===== config.mk =====
export PLATFORM = sky130hd
export DESIGN_NAME = pwmcap_top
export DESIGN_NICKNAME = d
export VERILOG_FILES = /design/src/rtl/pwmcap_pkg.sv /design/src/rtl/pwmcap_edge.sv /design/src/rtl/pwmcap_meter.sv /design/src/rtl/pwmcap_window.sv /design/src/rtl/pwmcap_top.sv
export SDC_FILE = /design/constraint.sdc
export NUM_CORES = 1
export LEC_CHECK = 0
export ABC_AREA = 1
export BUFFER_PORTS_ARGS = -buffer_cell sky130_fd_sc_hd__buf_4
export CORE_UTILIZATION = 30
export DETAILED_ROUTE_END_ITERATION = 10
export GPL_TIMING_DRIVEN = 0
export PLACE_DENSITY = 0.53
export SETUP_SLACK_MARGIN = 0.3
export SYNTH_ARGS = -nofsm -noshare
export SYNTH_HDL_FRONTEND = slang
export SYNTH_SLANG_ARGS = --single-unit

===== constraint.sdc =====
create_clock -name clk -period 2.81 [get_ports clk]
set_input_delay 0 -clock clk [delete_from_list [all_inputs] [get_ports clk]]
set_output_delay 0 -clock clk [all_outputs]
set_load 0.01 [all_outputs]

===== src/rtl/pwmcap_pkg.sv =====
package pwmcap_pkg;

    localparam int unsigned CNT_W_DEFAULT = 20;
    localparam int unsigned SYNC_STAGES   = 2;
    // cycles after reset before edge history is trustworthy
    localparam int unsigned PRIME_CYCLES  = SYNC_STAGES + 1;

    typedef struct packed {
        logic level;   // polarity-corrected active level
        logic lead;    // leading (activating) edge
        logic trail;   // trailing (deactivating) edge
    } edge_evt_t;

    typedef enum logic [1:0] {
        ST_OK       = 2'b00,
        ST_OVERFLOW = 2'b01,
        ST_INACTIVE = 2'b10
    } meas_state_e;

endpackage


===== src/rtl/pwmcap_edge.sv =====
module pwmcap_edge
    import pwmcap_pkg::*;
(
    input  logic      clk,
    input  logic      rst,
    input  logic      pin,
    input  logic      invert,
    output edge_evt_t evt
);
    logic [SYNC_STAGES-1:0]  sync_q;
    logic [PRIME_CYCLES-1:0] fill_q;
    logic                    act_d;
    logic                    act;
    logic                    primed;

    assign act    = sync_q[SYNC_STAGES-1] ^ invert;
    assign primed = fill_q[PRIME_CYCLES-1];

    always_ff @(posedge clk) begin
        if (rst) begin
            sync_q <= '0;
            fill_q <= '0;
            act_d  <= 1'b0;
        end else begin
            sync_q <= {sync_q[SYNC_STAGES-2:0], pin};
            fill_q <= {fill_q[PRIME_CYCLES-2:0], 1'b1};
            act_d  <= act;
        end
    end

    always_comb begin
        evt.level = act;
        evt.lead  = primed & act & ~act_d;
        evt.trail = primed & ~act & act_d;
    end
endmodule


===== src/rtl/pwmcap_meter.sv =====
module pwmcap_meter
    import pwmcap_pkg::*;
#(
    parameter int unsigned CNT_W = CNT_W_DEFAULT
) (
    input  logic             clk,
    input  logic             rst,
    input  edge_evt_t        evt,
    output logic             done,
    output logic [CNT_W-1:0] done_pw,
    output logic [CNT_W-1:0] last_per,
    output logic [CNT_W-1:0] last_pw,
    output logic             run_sat
);
    localparam logic [CNT_W-1:0] FULL = {CNT_W{1'b1}};

    logic             armed;
    logic [CNT_W-1:0] per_cnt;
    logic [CNT_W-1:0] pw_cnt;
    logic [CNT_W-1:0] cur_pw;

    always_ff @(posedge clk) begin
        if (rst) begin
            armed    <= 1'b0;
            per_cnt  <= '0;
            pw_cnt   <= '0;
            cur_pw   <= '0;
            last_per <= '0;
            last_pw  <= '0;
        end else begin
            if (evt.lead) begin
                if (armed) begin
                    last_per <= per_cnt;
                    last_pw  <= cur_pw;
                end
                armed   <= 1'b1;
                per_cnt <= CNT_W'(1);
                pw_cnt  <= CNT_W'(1);
            end else begin
                if (armed && per_cnt != FULL)
                    per_cnt <= per_cnt + CNT_W'(1);
                if (armed && evt.level && pw_cnt != FULL)
                    pw_cnt <= pw_cnt + CNT_W'(1);
            end
            if (evt.trail && armed)
                cur_pw <= pw_cnt;
        end
    end

    assign done    = evt.lead & armed;
    assign done_pw = cur_pw;
    assign run_sat = armed & (per_cnt == FULL);
endmodule


===== src/rtl/pwmcap_window.sv =====
module pwmcap_window
    import pwmcap_pkg::*;
#(
    parameter int unsigned CNT_W = CNT_W_DEFAULT
) (
    input  logic             clk,
    input  logic             rst,
    input  logic             strobe,
    input  logic             done,
    input  logic [CNT_W-1:0] done_pw,
    input  logic [CNT_W-1:0] last_per,
    input  logic [CNT_W-1:0] last_pw,
    input  logic             run_sat,
    output logic             valid_o,
    output logic [CNT_W-1:0] period_o,
    output logic [CNT_W-1:0] pulse_o,
    output logic [CNT_W-1:0] min_o,
    output logic [CNT_W-1:0] max_o,
    output logic             ovf_o,
    output logic             inact_o
);
    localparam logic [CNT_W-1:0] FULL = {CNT_W{1'b1}};

    logic [CNT_W-1:0] min_q, max_q;
    logic [CNT_W-1:0] base_min, base_max;
    logic [CNT_W-1:0] next_min, next_max;
    meas_state_e      state;

    always_comb begin
        base_min = strobe ? FULL : min_q;
        base_max = strobe ? '0   : max_q;
        next_min = (done && done_pw < base_min) ? done_pw : base_min;
        next_max = (done && done_pw > base_max) ? done_pw : base_max;
        if (run_sat || last_per == FULL)
            state = ST_OVERFLOW;
        else if (last_per == '0)
            state = ST_INACTIVE;
        else
            state = ST_OK;
    end

    always_ff @(posedge clk) begin
        if (rst) begin
            min_q    <= FULL;
            max_q    <= '0;
            valid_o  <= 1'b0;
            period_o <= '0;
            pulse_o  <= '0;
            min_o    <= '0;
            max_o    <= '0;
            ovf_o    <= 1'b0;
            inact_o  <= 1'b0;
        end else begin
            min_q   <= next_min;
            max_q   <= next_max;
            valid_o <= strobe;
            if (strobe) begin
                ovf_o    <= (state == ST_OVERFLOW);
                inact_o  <= (state == ST_INACTIVE);
                period_o <= (state == ST_OK) ? last_per : '0;
                pulse_o  <= (state == ST_OK) ? last_pw  : '0;
                min_o    <= min_q;
                max_o    <= max_q;
            end
        end
    end
endmodule


===== src/rtl/pwmcap_top.sv =====
module pwmcap_top
    import pwmcap_pkg::*;
#(
    parameter int unsigned CNT_W = CNT_W_DEFAULT
) (
    input  logic             clk,
    input  logic             rst,
    input  logic             pwm_i,
    input  logic             invert_i,
    input  logic             win_end_i,
    output logic             valid_o,
    output logic [CNT_W-1:0] period_o,
    output logic [CNT_W-1:0] pulse_o,
    output logic [CNT_W-1:0] min_o,
    output logic [CNT_W-1:0] max_o,
    output logic             ovf_o,
    output logic             inact_o
);
    edge_evt_t        evt;
    logic             done;
    logic [CNT_W-1:0] done_pw;
    logic [CNT_W-1:0] last_per;
    logic [CNT_W-1:0] last_pw;
    logic             run_sat;

    pwmcap_edge u_edge (
        .clk    (clk),
        .rst    (rst),
        .pin    (pwm_i),
        .invert (invert_i),
        .evt    (evt)
    );

    pwmcap_meter #(.CNT_W(CNT_W)) u_meter (
        .clk      (clk),
        .rst      (rst),
        .evt      (evt),
        .done     (done),
        .done_pw  (done_pw),
        .last_per (last_per),
        .last_pw  (last_pw),
        .run_sat  (run_sat)
    );

    pwmcap_window #(.CNT_W(CNT_W)) u_window (
        .clk      (clk),
        .rst      (rst),
        .strobe   (win_end_i),
        .done     (done),
        .done_pw  (done_pw),
        .last_per (last_per),
        .last_pw  (last_pw),
        .run_sat  (run_sat),
        .valid_o  (valid_o),
        .period_o (period_o),
        .pulse_o  (pulse_o),
        .min_o    (min_o),
        .max_o    (max_o),
        .ovf_o    (ovf_o),
        .inact_o  (inact_o)
    );
endmodule


# Word level (Yosys, flattened, before mapping)
# Index checks and enable logic that the tools add are counted.
[totals]
reg_bits = 230
input_bits = 5
out_inout_bits = 83
elab_cells = 66
[classes]
n_addsub = 2
n_lt_le_gt_ge = 2
eq_ne = 6
n_mux = 13
bitwise_logic = 9
n_reduce_logical = 13
[ops]
columns = ["op", "n"]
rows = [
  ["20-bit two-way mux", 6],
  ["20-bit by 1-bit adder with 20-bit output, second input constant", 2],
  ["20-bit == test, second input constant", 2],
  ["20-bit inequality test, second input constant", 2],
  ["20-bit greater-than comparator", 1],
  ["20-bit logical NOT", 1],
  ["20-bit < comparator", 1],
  ["1-bit AND", 6],
  ["1-bit logical AND", 6],
  ["1-bit two-way mux", 5],
  ["2-bit two-way mux", 2],
  ["2-bit nonzero test", 2],
  ["2-bit by 1-bit == test with 1-bit output, second input constant", 1],
  ["2-bit == test, second input constant", 1],
  ["2-bit logical NOT", 1],
  ["1-bit inverter", 2],
  ["2-bit AND reduction", 1],
  ["2-bit OR reduction", 1],
  ["1-bit logical OR", 1],
  ["1-bit bitwise XOR", 1],
]

# Logic depth before layout (Yosys ltp)
[logic_depth]
word_depth = 6
ltp_mapped = 18
mapped_depth_nobuf = 14

# By module
# From an unflattened synthesis, not the netlist that was laid out.
[hier_totals]
cells_unflattened = 1518
area_unflattened_um2 = 10701.5
[modules_own_cells]
columns = ["mod", "instances", "cells_per_inst", "area_per_inst_um2", "seq_area_each_um2"]
rows = [
  ["pwmcap_window", 1, 862, 6005.8, 2462.4],
  ["pwmcap_meter", 1, 626, 4476.8, 2021.9],
  ["pwmcap_edge", 1, 30, 219.0, 120.1],
]

# Worst setup path before layout
# OpenSTA, ideal clock, no wires.
[synth_timing]
path_type = "input-to-reg"
start = "in win_end_i"
end = "reg u_window.max_q[10]"
setup_time_ns = 0.115
t_arrival_ns = 2.082
t_required_ns = 2.695
slack_ns = 0.613
cell_stages = 16
path_buffers = 4
cell_sequence = "buf_2 -> inv_1 -> clkbuf_1 -> buf_2 -> nand2_1 -> ha_1 -> nand2_1 -> nor2_1 -> nand2_1 -> nor2_1 -> nand2_1 -> nand3_1 -> buf_1 -> nand3_1 -> nand2_1 -> nor2_1"
[synth_via]
elab_chain_cells = 4
[synth_rtl]
columns = ["element", "line", "source"]
rows = [
  ["start, declared", "pwmcap_top.sv:10", "input logic win_end_i,"],
  ["20-bit two-way mux *", "pwmcap_window.sv:31", "base_max = strobe ? '0 : max_q;"],
  ["20-bit greater-than comparator", "pwmcap_window.sv:33", "next_max = (done && done_pw > base_max) ? done_pw : base_max;"],
  ["1-bit logical AND", "pwmcap_window.sv:33", ""],
  ["20-bit two-way mux *", "pwmcap_window.sv:33", ""],
  ["end signal, assigned", "pwmcap_window.sv:55", "max_q <= next_max;"],
  ["end, declared", "pwmcap_window.sv:24", "logic [CNT_W-1:0] min_q, max_q;"],
]
# Every way passes the cells marked *; elsewhere a longest branch is shown, timed or not.
# A chain may end at the register's enable or synchronous reset.

# Final worst setup path
[layout_timing]
start = "reg u_meter.per_cnt[1]"
end = "reg u_window.pulse_o[15]"
[layout_via]
elab_chain_cells = 6
[layout_rtl]
columns = ["element", "line", "source"]
rows = [
  ["start, declared", "pwmcap_meter.sv:18", "logic [CNT_W-1:0] per_cnt;"],
  ["start signal, assigned", "pwmcap_meter.sv:41", "per_cnt <= per_cnt + CNT_W'(1);"],
  ["20-bit == test", "pwmcap_meter.sv:52", "assign run_sat = armed & (per_cnt == FULL);"],
  ["1-bit AND", "pwmcap_meter.sv:52", ""],
  ["1-bit logical OR", "pwmcap_window.sv:34", "if (run_sat || last_per == FULL)"],
  ["2-bit two-way mux", "pwmcap_window.sv:34", ""],
  ["2-bit logical NOT", "pwmcap_window.sv:61", "pulse_o <= (state == ST_OK) ? last_pw : '0;"],
  ["20-bit two-way mux", "pwmcap_window.sv:61", ""],
  ["end signal, assigned", "pwmcap_window.sv:61", ""],
  ["end, declared", "pwmcap_window.sv:16", "output logic [CNT_W-1:0] pulse_o,"],
]
# Every way passes these cells.

==> results.cfg <==
[outcome]
status = finished, final reports clean

[timing]
worst_slew_pin_slew_ns = 0.719
fin_skew_ns = 0.0132
maxSlewViolCount = 0
period_share_pct = 79.2
fmax_ghz = 0.449
slew_headroom_pct = 52.1
setup_viol = 0
fin_setup_tns_ns = 0
hold_ws_ns = 0.0351
finalCriticalPeriod_ns = 2.23
finalHoldViolCount = 0
grt_setup_unrepaired = no

[detailed_routing]
drt_pass1_iterations = 5
drtIter0Drc = 654
routedWlPerCell_um = 15.0
ant_nets = 0
vias_per_cell = 4.69
drt_wl_total_um = 31000
vias = 9656
route.detailed.drc = 0

[synth]
synth_edf_count = 0
yosys.area.top_type = dfxtp_1
synthCells = 1471
synth.top_cell.area_share_pct = 44.0
syn_area_per_cell_um2 = 7.11
syn_nets = 1517
ys_seq_area_share_pct = 44.0
ys_types = 28
synthArstFlopShare_pct = 0
synth_top_flop_cell = dfxtp_1
yosys-top-cells-area = dfxtp_1 44%, nand2_1 11%, a21oi_1 8.2%
netlist_area_um2 = 10500
yosys_warnings = 0
synth-seq-cells = 230

[final_layout]
syn_to_final_growth_pct = 20.5
drive_gt1_share_pct = 10.2
diodes = 0
nets = 1632

[grt]
met2_usage_pct = 27.2
track_usage_pct = 17.4
grt_pass1_vias = 9120
antenna_found_initial = 0
use_met1_pct = 24.7
grt_pass1_wl_um = 49800
grt_util_met3_pct = 2.38
overflow = 0
busiest_layer = met2
grt_max_degree = 14

[worst_setup_path]
crit_path_end_kind = flop
cp.required_ns = 3.20
cp-start-kind = flop
path_max_fanout = 10
critical_path_class = flop to flop
arrival_ns = 2.61

[floorplan]
die_h_um = 189
start_util_pct = 30.4
die_width_um = 189
fp-row-count = 68
io_pins = 88
core-area_um2 = 34500
dieArea_um2 = 35600

[place]
hpwl_um = 23400
numPortBuffers = 85
place.gp.congestion = 0.881

[min_path]
min_path_type = input pin to flop

[clocking]
insertion_delay_ns = 0.53
cts_tree = done
cts_root_buf = clkbuf_16
htreeDepth = 1
clock-sinks = 230
cts_setup_buffers = 0
clkTransAtPathRegs_ns = 0.06
clockBufferDepth = 3
cts_buffers = 26

[power_and_ir_drop]
peakVddDrop_v = 0.000336
powerDensity_nw_per_um2 = 575
p_leak_nw = 5.16
finalPower_mw = 7.24

[flow_run]
maxCapViolations = 0
-- cell usage after synthesis (4+ instances only) --
library cell and instances:
o21ai_0 111, dfxtp_1 230, buf_1 8, nor3_1 10, inv_2 4, xnor2_1 10
clkbuf_1 58, nand4_1 28, nand3_1 85, nand2_1 311, nor2_1 210, ha_1 41
nand3b_1 24, xor2_1 13, a21oi_1 172, inv_1 122, buf_2 18
-- flip-flops by register name, summed over array words and instances (netlist names), 2 cells and up --
name and count:
u_meter.done_pw 20, u_window.pulse_o 20, u_window.min_o 20, u_edge.fill_q 3
u_edge.sync_q 2, u_meter.last_per 20, u_window.period_o 20, u_meter.per_cnt 20
u_window.max_o 20, u_meter.pw_cnt 20, u_window.max_q 20, u_meter.last_pw 20
u_window.min_q 20
-- stage by stage --
stage / cells / utilization, % / worst slack, ns / area [µm²]
floorplan: 1471 / - / 0.613 / 10500
global placement: 2011 / 33.9 / -0.423 / 11700
detailed placement: 2011 / 33.9 / -0.439 / 11700
CTS: 2059 / 36.5 / 0.423 / 12600
global route: 2059 / 36.6 / 0.342 / 12600
finish: 2059 / 36.6 / 0.584 / 12600
-- layout by cell type (no fill, tap or decap), drive strengths merged --
cell         count
nand4           29
dlygate4sd3      2
a31oi            1
nand3b          24
buf            112
inv            126
nor2           213
dfxtp          230
bufinv           3
nor3            11
nand2b           1
a21boi           1
xor2            13
nand2          313
ha              41
clkinvlp         1
o21ai          111
a21oi          173
nand3           85
a21o             2
clkinv           4
xnor2           10
clkbuf          97
o21a             1
-- per-layer routing --
layer	vias to the layer above	part of all wire, %
met1	4385	49
met3	47	4.8
li1	5003	-
met5	-	0
met4	0	2.3
met2	221	43
-- power by group --
group	internal [mW]	leakage [nW]	switching (mW)
combinational	0.106	2.85	0.227
sequential	3.31	1.87	0.0303
clock	2.20	0.446	1.37
total	5.62	5.16	1.63
-- critical path, cell delays in order (launching register included) --
cell and delay (ns):
dfxtp_1 0.44, ha_1 0.31, nand2_1 0.13, nor2_2 0.20
nand2_1 0.08, nor2_2 0.16, nand4_2 0.24, buf_2 0.28
nand3b_1 0.16, a21oi_1 0.08
-- area by class of cell --
class | count | area (µm²)
Sequential cell | 230 | 4600
Inverter | 126 | 473
Tap cell | 455 | 569
Clock inverter | 8 | 118
Clock buffer | 38 | 787
Timing Repair Buffer | 87 | 658
Fill cell | 3684 | 21900
Multi-Input combinational cell | 1029 | 5030
Buffer | 86 | 358
-- worst paths after layout --
path | startpoint | end | slack [ns] | cells past startpoint
setup / recovery | u_meter.per_cnt[1] | u_window.pulse_o[15] | 0.58 | 9
hold / removal | win_end_i | u_window.min_q[0] | 0.04 | 5
setup reg to reg | u_meter.per_cnt[1] | u_window.pulse_o[15] | 0.58 | 9
hold reg to reg | u_edge.sync_q[0] | u_edge.sync_q[1] | 0.41 | 2
-- timing repair --
| action | CTS | global route |
|---|---|---|
| endpoints found under the hold margin | 2 | 0 |
| gates resized for setup | 1 | 6 |
| hold buffers | 2 | 0 |
| endpoints found under the setup margin | 20 | 26 |
-- cells by family after synthesis --
family / share of synthesized area (%)
buffers and inverters: 7.90
DFF: 44.0
and+or+nand+nor: 27.3
AOI/OAI and AO/OA: 14.0
adders and majority gates: 4.90
xor gates and xnor gates: 1.93
Power figures use the tool's default switching activity.
